### src/rtl/bgmask_collide.sv
module bgmask_collide #(
  parameter int          IDX_W     = 4,
  parameter int          AW        = 16,
  parameter logic [15:0] BASE_ADDR = 16'hFFF4
) (
  input  logic                    clk,
  input  logic                    rst_n,
  input  logic                    mask_ld,
  input  logic [(1<<IDX_W)-1:0]   mask_ld_data,
  input  logic                    legacy_ld,
  input  logic [IDX_W-1:0]        legacy_idx,
  input  logic                    mm_we,
  input  logic [AW-1:0]           mm_addr,
  input  logic [7:0]              mm_wdata,
  input  logic                    draw_start,
  input  logic                    pix_valid,
  input  logic [IDX_W-1:0]        src_idx,
  input  logic [IDX_W-1:0]        dst_idx,
  output logic                    pix_hit,
  output logic                    collided
);
  localparam int NCOL  = 1 << IDX_W;
  localparam int NBYTE = NCOL / 8;

  logic [NCOL-1:0] mask_q, mask_d;
  logic            pair_fg;

  assign pair_fg = pix_valid & ~mask_q[src_idx] & ~mask_q[dst_idx];

  always_comb begin
    mask_d = mask_q;
    if (mask_ld) begin
      mask_d = mask_ld_data;
    end else if (legacy_ld) begin
      mask_d = '0;
      mask_d[legacy_idx] = 1'b1;
    end else if (mm_we) begin
      for (int k = 0; k < NBYTE; k++)
        if (mm_addr == AW'(BASE_ADDR + 16'(k)))
          mask_d[k*8 +: 8] = mm_wdata;
    end
  end

  always_ff @(posedge clk) begin
    if (!rst_n) begin
      mask_q   <= NCOL'(1);
      pix_hit  <= 1'b0;
      collided <= 1'b0;
    end else begin
      mask_q   <= mask_d;
      pix_hit  <= pair_fg;
      collided <= (collided & ~draw_start) | pair_fg;
    end
  end
endmodule

### config.mk
export PLATFORM = sky130hd
export DESIGN_NAME = bgmask_collide
export DESIGN_NICKNAME = d
export VERILOG_FILES = /design/src/rtl/bgmask_collide.sv
export SDC_FILE = /design/constraint.sdc
export NUM_CORES = 1
export LEC_CHECK = 0
export BUFFER_PORTS_ARGS = -buffer_cell sky130_fd_sc_hd__buf_4
export CELL_PAD_IN_SITES_DETAIL_PLACEMENT = 0
export CELL_PAD_IN_SITES_GLOBAL_PLACEMENT = 1
export CORE_MARGIN = 2
export CORE_UTILIZATION = 38
export CTS_BUF_LIST = sky130_fd_sc_hd__clkbuf_2 sky130_fd_sc_hd__clkbuf_4 sky130_fd_sc_hd__clkbuf_8
export DETAILED_ROUTE_END_ITERATION = 16
export GPL_ROUTABILITY_DRIVEN = 0
export PLACE_DENSITY = 0.95
export SYNTH_ARGS = -nofsm -noshare
export SYNTH_HDL_FRONTEND = slang
export SYNTH_SLANG_ARGS = --single-unit
### constraint.sdc
create_clock -name clk -period 3.97 [get_ports clk]
set_input_delay 0.794 -clock clk [delete_from_list [all_inputs] [get_ports clk]]
set_output_delay 0.794 -clock clk [all_outputs]
set_load 0.01 [all_outputs]
==> results of run 1 <==
==> through the flow <==
step	power, W	hold slack, ps	std cells	utilization [%]	instance area, um2
2_1_floorplan	0.000283	445	145	-	1380
3_3_place_gp	0.000351	467	243	54.4	1860
3_5_place_dp	0.000355	466	243	54.4	1860
4_1_cts	0.000441	481	246	55.1	1880
5_1_grt	0.000465	505	246	55.1	1880
6_report	0.000439	478	246	55.1	1880
==> power by group <==
group	switching [W]	total (W)	internal, W
Combinational	0.0000614	0.000145	0.0000835
Clock	0.0000522	0.0000874	0.0000352
Sequential	0.0000108	0.000206	0.000196
==> Yosys cell counts <==
cell,n,area share (%)
nand4_1,2,0.91
o211ai_1,31,17
dfxtp_1,18,26
o21ai_1,1,0.36
o31ai_1,2,1.1
o311ai_1,1,0.63
a221oi_1,1,0.63
nand4bb_4,1,2.0
nor3b_1,2,1.1
o21a_1,1,0.54
nand3_1,1,0.36
or2_2,1,0.45
o22ai_1,2,0.91
nand2_1,18,4.9
nor2b_1,1,0.45
nor4_4,1,1.5
mux2i_1,16,12
mux2_2,6,4.9
mux4_2,5,8.2
nor3_1,1,0.36
nand2b_1,12,5.4
inv_1,3,0.82
nor2_1,1,0.27
or3b_1,1,0.63
nand4_2,1,0.91
mux2_1,1,0.82
clkbuf_1,8,2.2
nand3b_1,4,2.2
a211oi_4,2,2.9
==> sequential cells by signal, indices dropped and copies added (netlist names) <==
register	flops
mask_q	16
collided	1
pix_hit	1
==> worst register-to-register path: stages (launching register included) <==
cell	delay [ps]
dfxtp_1	350
mux2_2	260
a221oi_1	320
o311ai_1	190
o21ai_1	140
==> routing by layer <==
layer	vias to the layer above	share of wire (%)	track usage (%)
met3	4	5.4	2.64
met4	0	1.2	5.32
met2	44	48	34.0
met1	599	45	25.5
met5	-	0	0
li1	674	-	-
==> cells by family (layout without fill, tap and decap cells) <==
kind of cell | count (synthesis) | in the layout | synth area share (%)
AOI/OAI and AO/OA | 41 | 41 | 23.9
and+or+nand+nor | 47 | 47 | 21.5
buffers and inverters | 11 | 66 | 2.99
muxes | 28 | 28 | 25.5
DFF | 18 | 18 | 26.1
==> how the worst min path moves through the flow <==
| stage | end | slack [ps] | cells after the start |
|---|---|---|---|
| final | mask_q[5] | 480 | 2 |
| after global routing | mask_q[5] | 510 | 2 |
| after CTS | mask_q[5] | 480 | 2 |
| after detailed placement | mask_q[5] | 470 | 2 |
| after global placement | mask_q[14] | 470 | 2 |
| after floorplan | mask_q[14] | 440 | 2 |
==> final cells by class <==
cell class / count / area share (%)
clock buffers: 3 / 1.20
inverters: 3 / 0.599
multi-input cells: 116 / 52.0
flip-flops and latches: 18 / 19.2
well taps: 46 / 3.06
repair buffers: 60 / 24.0
==> flow_summary.html, run 1 <==
<table>
<tr><th>Metric</th><th>Value</th></tr>
<tr><th colspan="2">CTS</th></tr>
<tr><td>Resized cells post-CTS</td><td>0</td></tr>
<tr><td>Largest buffer count on any clock path</td><td>2</td></tr>
<tr><td>CTS tree</td><td>done</td></tr>
<tr><td>Postcts setup bufs</td><td>0</td></tr>
<tr><td>Insertion delay of the later-clocked pin in the worst-skew pair</td><td>280 ps</td></tr>
<tr><td>Total number of clock tree sinks</td><td>18</td></tr>
<tr><td>Clock tree root buffer cell</td><td>clkbuf_4</td></tr>
<tr><td>Hold-fix buffers at CTS</td><td>0</td></tr>
<tr><td>TritonCTS Buffers</td><td>3</td></tr>
<tr><td>Clk pin slew, worst setup/hold paths</td><td>100 ps</td></tr>
<tr><td>Deepest level of the CTS H-tree</td><td>1</td></tr>
<tr><th colspan="2">Die</th></tr>
<tr><td>Ports</td><td>61</td></tr>
<tr><td>Die extent in x</td><td>64.3 um</td></tr>
<tr><td>DIE AREA</td><td>4130 um2</td></tr>
<tr><td>Initial core utilization</td><td>40.4%</td></tr>
<tr><td>Chip height</td><td>64.3 um</td></tr>
<tr><td>Placement Rows</td><td>21</td></tr>
<tr><td>Core region area</td><td>3420 um2</td></tr>
<tr><th colspan="2">Critical path</th></tr>
<tr><td>Max FO, Critical Path</td><td>8</td></tr>
<tr><td>Worst endpoint required time</td><td>4150 ps</td></tr>
<tr><td>Kind of start point of the critical path</td><td>primary input</td></tr>
<tr><td>Reg-to-Reg End</td><td>collided</td></tr>
<tr><td>Maximum single-stage delay on the critical path</td><td>420 ps</td></tr>
<tr><td>Sort of element at the end of the critical path</td><td>register</td></tr>
<tr><td>Arrival time at the worst endpoint</td><td>2070 ps</td></tr>
<tr><td>R2r setup slk</td><td>2650 ps</td></tr>
<tr><td>Start point of the critical path</td><td>mm_addr[3]</td></tr>
<tr><td>Number of cells on the critical path</td><td>5</td></tr>
<tr><td>Critical path endpoint</td><td>mask_q[0]</td></tr>
<tr><td>Critical path buffer and inverter count</td><td>1</td></tr>
<tr><td>Master of the slowest instance on the critical path</td><td>nor4_4</td></tr>
<tr><td>Cell family with the largest share of critical-path delay</td><td>simple AND/OR/NAND/NOR gates</td></tr>
<tr><td>Cell breakdown of the critical path</td><td>buf_4, nand4bb_4, nor4_4, a211oi_4, mux2_1</td></tr>
<tr><td>Start of the worst register-to-register path</td><td>mask_q[4]</td></tr>
<tr><td>Depth of the most critical reg-to-reg path</td><td>4</td></tr>
<tr><td>Class of the most critical setup path</td><td>in2reg</td></tr>
<tr><th colspan="2">Route</th></tr>
<tr><td>Wirelength, routed</td><td>3720 um</td></tr>
<tr><td>Avg Vias per Cell</td><td>5.37</td></tr>
<tr><td>Remaining antenna violation count after routing</td><td>0</td></tr>
<tr><td>Overall via count from detail_route</td><td>1321</td></tr>
<tr><td>DR WL/cell</td><td>15.1 um</td></tr>
<tr><td>Starting DRT DRC Count</td><td>52</td></tr>
<tr><td>Post-detailed-route DRC marker count</td><td>0</td></tr>
<tr><td>Pre-Repair DR Iteration Count</td><td>4</td></tr>
<tr><th colspan="2">Synth</th></tr>
<tr><td>Post-synthesis average cell area</td><td>9.52 um2</td></tr>
<tr><td>Post-Syn Area</td><td>1380 um2</td></tr>
<tr><td>Post-Syn Nets</td><td>204</td></tr>
<tr><td>Share of the yosys chip area belonging to registers</td><td>26.1%</td></tr>
<tr><td>Number of distinct library cells after synthesis</td><td>29</td></tr>
<tr><td>Count of state elements after synthesis</td><td>18</td></tr>
<tr><td>Post-Synthesis Cells</td><td>145</td></tr>
<tr><td>Warnings from Yosys</td><td>0</td></tr>
<tr><th colspan="2">Final layout</th></tr>
<tr><td>Commonest non-fill, non-tap cells in the layout</td><td>60 x buf_4, 31 x o211ai_1, 18 x nand2_1, 18 x dfxtp_1, 16 x mux2i_1</td></tr>
<tr><td>Fraction of layout cells with a size suffix above 1</td><td>40.0%</td></tr>
<tr><td>Net count reported at finish</td><td>261</td></tr>
<tr><td>Area used by multi-input combinational logic</td><td>978 um2</td></tr>
<tr><td>Fillers</td><td>319</td></tr>
<tr><td>Sequential Area</td><td>360 um2</td></tr>
<tr><td>Commonest non-fill, non-tap cell in the layout</td><td>buf_4</td></tr>
<tr><td>Syn-to-layout area delta</td><td>36.3%</td></tr>
<tr><td>Ant diodes</td><td>0</td></tr>
<tr><th colspan="2">Timing</th></tr>
<tr><td>Final number of setup-violating endpoints</td><td>0</td></tr>
<tr><td>Post-layout worst setup margin</td><td>2080 ps</td></tr>
<tr><td>Unrepaired setup endpoints after global routing</td><td>no</td></tr>
<tr><td>Final Hold Viols</td><td>0</td></tr>
<tr><td>Aggregate negative setup slack</td><td>0 ps</td></tr>
<tr><td>Timing-limited maximum frequency</td><td>0.528 GHz</td></tr>
<tr><td>Worst-case clock skew</td><td>4.83 ps</td></tr>
<tr><td>Relative slew margins</td><td>48.0%</td></tr>
<tr><td>Number of max-slew violations in the final report</td><td>0</td></tr>
<tr><td>Final cycle utilization of the critical path</td><td>47.7%</td></tr>
<tr><td>Slew @ Worst Pin</td><td>780 ps</td></tr>
<tr><td>Min Tclk post-route</td><td>1890 ps</td></tr>
<tr><th colspan="2">Global route</th></tr>
<tr><td>Maximum number of pins on one net before global-route repair</td><td>35</td></tr>
<tr><td>Remaining global-route overflow</td><td>0</td></tr>
<tr><td>Initial antenna violation count</td><td>0</td></tr>
<tr><td>Global-route wire length before repair</td><td>6490 um</td></tr>
<tr><td>GRT Util Overall</td><td>19.6%</td></tr>
<tr><td>Number of global-route vias before repair</td><td>1393</td></tr>
<tr><th colspan="2">Power and ir drop</th></tr>
<tr><td>Power density normalized to cell area</td><td>233 nW/um2</td></tr>
<tr><td>Maximum resistive drop on vdd</td><td>0.0985 mV</td></tr>
<tr><td>Leak</td><td>0.740 nW</td></tr>
<tr><th colspan="2">Placement</th></tr>
<tr><td>HPWL Detailed</td><td>3090 um</td></tr>
<tr><td>Quantity of I/O buffers inserted on ports</td><td>60</td></tr>
<tr><td>Placement-stage worst setup slack</td><td>1760 ps</td></tr>
<tr><th colspan="2">Job</th></tr>
<tr><td>Max-cap violation count</td><td>0</td></tr>
<tr><th colspan="2">Run status</th></tr>
<tr><td>Run status</td><td>complete, no violations</td></tr>
<tr><th colspan="2">Hold path</th></tr>
<tr><td>Launch instance of the worst min-delay path</td><td>mask_q[5]</td></tr>
<tr><td>Path category of the worst min-delay check</td><td>reg2reg</td></tr>
</table>
(Power assumes the default switching activity.)
==> run 2: changes to the inputs <==
Settings changed: CORE_UTILIZATION 38 to 35, PLACE_DENSITY 0.95 to 0.9.
Clock period 3.97 ns to 2 ns, I/O delays scaled along.
==> flow_summary.html, run 2 (synthesized netlist as in run 1, its figures left out) <==
<table>
<tr><th>Metric</th><th>Value</th></tr>
<tr><th colspan="2">Critical path</th></tr>
<tr><td>R2r setup slk</td><td>690 ps</td></tr>
<tr><td>Start point of the critical path</td><td>mm_addr[3]</td></tr>
<tr><td>Worst endpoint required time</td><td>2140 ps</td></tr>
<tr><td>Max FO, Critical Path</td><td>8</td></tr>
<tr><td>Cell family with the largest share of critical-path delay</td><td>simple AND/OR/NAND/NOR gates</td></tr>
<tr><td>Cell breakdown of the critical path</td><td>buf_4, nand4bb_4, nor4_4, a211oi_4, mux2_1</td></tr>
<tr><td>Start of the worst register-to-register path</td><td>mask_q[4]</td></tr>
<tr><td>Kind of start point of the critical path</td><td>primary input</td></tr>
<tr><td>Maximum single-stage delay on the critical path</td><td>410 ps</td></tr>
<tr><td>Sort of element at the end of the critical path</td><td>register</td></tr>
<tr><td>Master of the slowest instance on the critical path</td><td>nor4_4</td></tr>
<tr><td>Critical path buffer and inverter count</td><td>1</td></tr>
<tr><td>Arrival time at the worst endpoint</td><td>1660 ps</td></tr>
<tr><td>Class of the most critical setup path</td><td>in2reg</td></tr>
<tr><th colspan="2">Route</th></tr>
<tr><td>Pre-Repair DR Iteration Count</td><td>4</td></tr>
<tr><td>DR WL/cell</td><td>15.1 um</td></tr>
<tr><td>Starting DRT DRC Count</td><td>51</td></tr>
<tr><td>Avg Vias per Cell</td><td>5.39</td></tr>
<tr><td>Wirelength, routed</td><td>3780 um</td></tr>
<tr><td>Post-detailed-route DRC marker count</td><td>0</td></tr>
<tr><td>Remaining antenna violation count after routing</td><td>0</td></tr>
<tr><td>Overall via count from detail_route</td><td>1354</td></tr>
<tr><th colspan="2">Placement</th></tr>
<tr><td>Placement-stage worst setup slack</td><td>194 ps</td></tr>
<tr><td>Quantity of I/O buffers inserted on ports</td><td>60</td></tr>
<tr><td>Cell area after placement</td><td>1880 um2</td></tr>
<tr><td>Number of cells after detailed placement</td><td>247</td></tr>
<tr><th colspan="2">Global route</th></tr>
<tr><td>Initial antenna violation count</td><td>0</td></tr>
<tr><td>Remaining global-route overflow</td><td>0</td></tr>
<tr><td>GRT Util Overall</td><td>18.7%</td></tr>
<tr><td>Maximum number of pins on one net before global-route repair</td><td>31</td></tr>
<tr><td>Global-route wire length before repair</td><td>6150 um</td></tr>
<tr><td>Number of global-route vias before repair</td><td>1315</td></tr>
<tr><th colspan="2">Timing</th></tr>
<tr><td>Min Tclk post-route</td><td>1510 ps</td></tr>
<tr><td>Final cycle utilization of the critical path</td><td>75.7%</td></tr>
<tr><td>Slew @ Worst Pin</td><td>587 ps</td></tr>
<tr><td>Worst Hold Slack</td><td>404 ps</td></tr>
<tr><td>Final number of setup-violating endpoints</td><td>0</td></tr>
<tr><td>Final Hold Viols</td><td>0</td></tr>
<tr><td>Number of max-slew violations in the final report</td><td>0</td></tr>
<tr><td>Relative slew margins</td><td>60.7%</td></tr>
<tr><td>Aggregate negative setup slack</td><td>0 ps</td></tr>
<tr><td>Unrepaired setup endpoints after global routing</td><td>no</td></tr>
<tr><td>Post-layout worst setup margin</td><td>487 ps</td></tr>
<tr><td>Worst-case clock skew</td><td>2.93 ps</td></tr>
<tr><td>Timing-limited maximum frequency</td><td>0.661 GHz</td></tr>
<tr><th colspan="2">Die</th></tr>
<tr><td>Die extent in x</td><td>66.8 um</td></tr>
<tr><td>Placement Rows</td><td>22</td></tr>
<tr><td>Core region area</td><td>3720 um2</td></tr>
<tr><td>Initial core utilization</td><td>37.1%</td></tr>
<tr><td>Chip height</td><td>66.8 um</td></tr>
<tr><td>Ports</td><td>61</td></tr>
<tr><td>DIE AREA</td><td>4460 um2</td></tr>
<tr><th colspan="2">Power and ir drop</th></tr>
<tr><td>Power density normalized to cell area</td><td>519 nW/um2</td></tr>
<tr><td>Leak</td><td>0.765 nW</td></tr>
<tr><td>Share of total power in the clock network</td><td>29.8%</td></tr>
<tr><td>Internal portion of total power</td><td>0.000732 W</td></tr>
<tr><td>Logic pwr share</td><td>29.2%</td></tr>
<tr><td>Switching power summed over all nets</td><td>0.000269 W</td></tr>
<tr><td>Sequential share of power</td><td>40.9%</td></tr>
<tr><td>Maximum resistive drop on vdd</td><td>0.205 mV</td></tr>
<tr><td>Switching part of the total power</td><td>26.8%</td></tr>
<tr><th colspan="2">CTS</th></tr>
<tr><td>Clock tree root buffer cell</td><td>clkbuf_8</td></tr>
<tr><td>Largest buffer count on any clock path</td><td>2</td></tr>
<tr><td>Hold-fix buffers at CTS</td><td>0</td></tr>
<tr><td>Deepest level of the CTS H-tree</td><td>1</td></tr>
<tr><td>Resized cells post-CTS</td><td>0</td></tr>
<tr><td>Postcts setup bufs</td><td>0</td></tr>
<tr><td>CTS tree</td><td>done</td></tr>
<tr><td>Insertion delay of the later-clocked pin in the worst-skew pair</td><td>260 ps</td></tr>
<tr><td>Total number of clock tree sinks</td><td>18</td></tr>
<tr><td>TritonCTS Buffers</td><td>3</td></tr>
<tr><td>Clk pin slew, worst setup/hold paths</td><td>70 ps</td></tr>
<tr><th colspan="2">Final layout</th></tr>
<tr><td>Biggest regs</td><td>mask_q: 16 flops, collided: 1 flops, pix_hit: 1 flops</td></tr>
<tr><td>Max reg flops</td><td>16</td></tr>
<tr><td>Commonest non-fill, non-tap cells in the layout</td><td>62 x buf_4, 31 x o211ai_1, 18 x nand2_1, 18 x dfxtp_1, 16 x mux2i_1</td></tr>
<tr><td>Final cell area excluding filler cells</td><td>1930 um2</td></tr>
<tr><td>Ant diodes</td><td>0</td></tr>
<tr><td>Final cell count without fillers</td><td>251</td></tr>
<tr><td>Largest register by flop count</td><td>mask_q</td></tr>
<tr><td>Area used by multi-input combinational logic</td><td>978 um2</td></tr>
<tr><td>Sequential Area</td><td>360 um2</td></tr>
<tr><td>Fillers</td><td>376</td></tr>
<tr><td>Fraction of layout cells with a size suffix above 1</td><td>40.9%</td></tr>
<tr><td>Commonest non-fill, non-tap cell in the layout</td><td>buf_4</td></tr>
<tr><td>Syn-to-layout area delta</td><td>39.9%</td></tr>
<tr><td>Net count reported at finish</td><td>263</td></tr>
<tr><th colspan="2">Run status</th></tr>
<tr><td>Run status</td><td>complete, no violations</td></tr>
<tr><th colspan="2">Hold path</th></tr>
<tr><td>Path category of the worst min-delay check</td><td>in2reg</td></tr>
<tr><td>Launch instance of the worst min-delay path</td><td>draw_start</td></tr>
<tr><th colspan="2">Job</th></tr>
<tr><td>Max-cap violation count</td><td>0</td></tr>
</table>
[run 2: layer usage]
metal	share of wire [%]	global-route usage (%)	routed length, um
met1	47	24.4	1780
met2	44	30.1	1670
met3	7.1	3.21	269
met4	1.6	7.91	60
met5	0	0	0
[run 2: path summary, 6_finish.rpt]
check / cells past startpoint / end
min: 3 / collided
max: 5 / mask_q[0]
min reg2reg: 2 / mask_q[12]
max reg2reg: 4 / collided
[run 2: power groups by stage]
stage	Clock, W	Combinational, W	Sequential [W]
6_report	0.000299	0.000293	0.000410
5_1_grt	0.000331	0.000322	0.000413
4_1_cts	0.000305	0.000295	0.000410
3_5_place_dp	0	0.000294	0.000418
3_3_place_gp	0	0.000289	0.000416
2_1_floorplan	0	0.000151	0.000411
[run 2: worst min-delay path, stage by stage]
cell and delay (ps):
buf_4 70, nand3b_1 80, o21ai_1 60
[run 2: per-stage QoR]
step | utilization, % | total power [W]
after CTS | 52.0 | 0.00101
final | 52.0 | 0.00100
after global placement | 50.5 | 0.000705
after floorplan | - | 0.000563
after detailed placement | 50.5 | 0.000711
after global routing | 52.0 | 0.00107
[run 2: layout make-up]
cell class,instances,share of cell area (%)
Clock buffer,4,2.85
Timing Repair Buffer,62,24.1
Inverter,3,0.583
Sequential cell,18,18.7
Multi-Input combinational cell,116,50.7
Tap cell,48,3.11
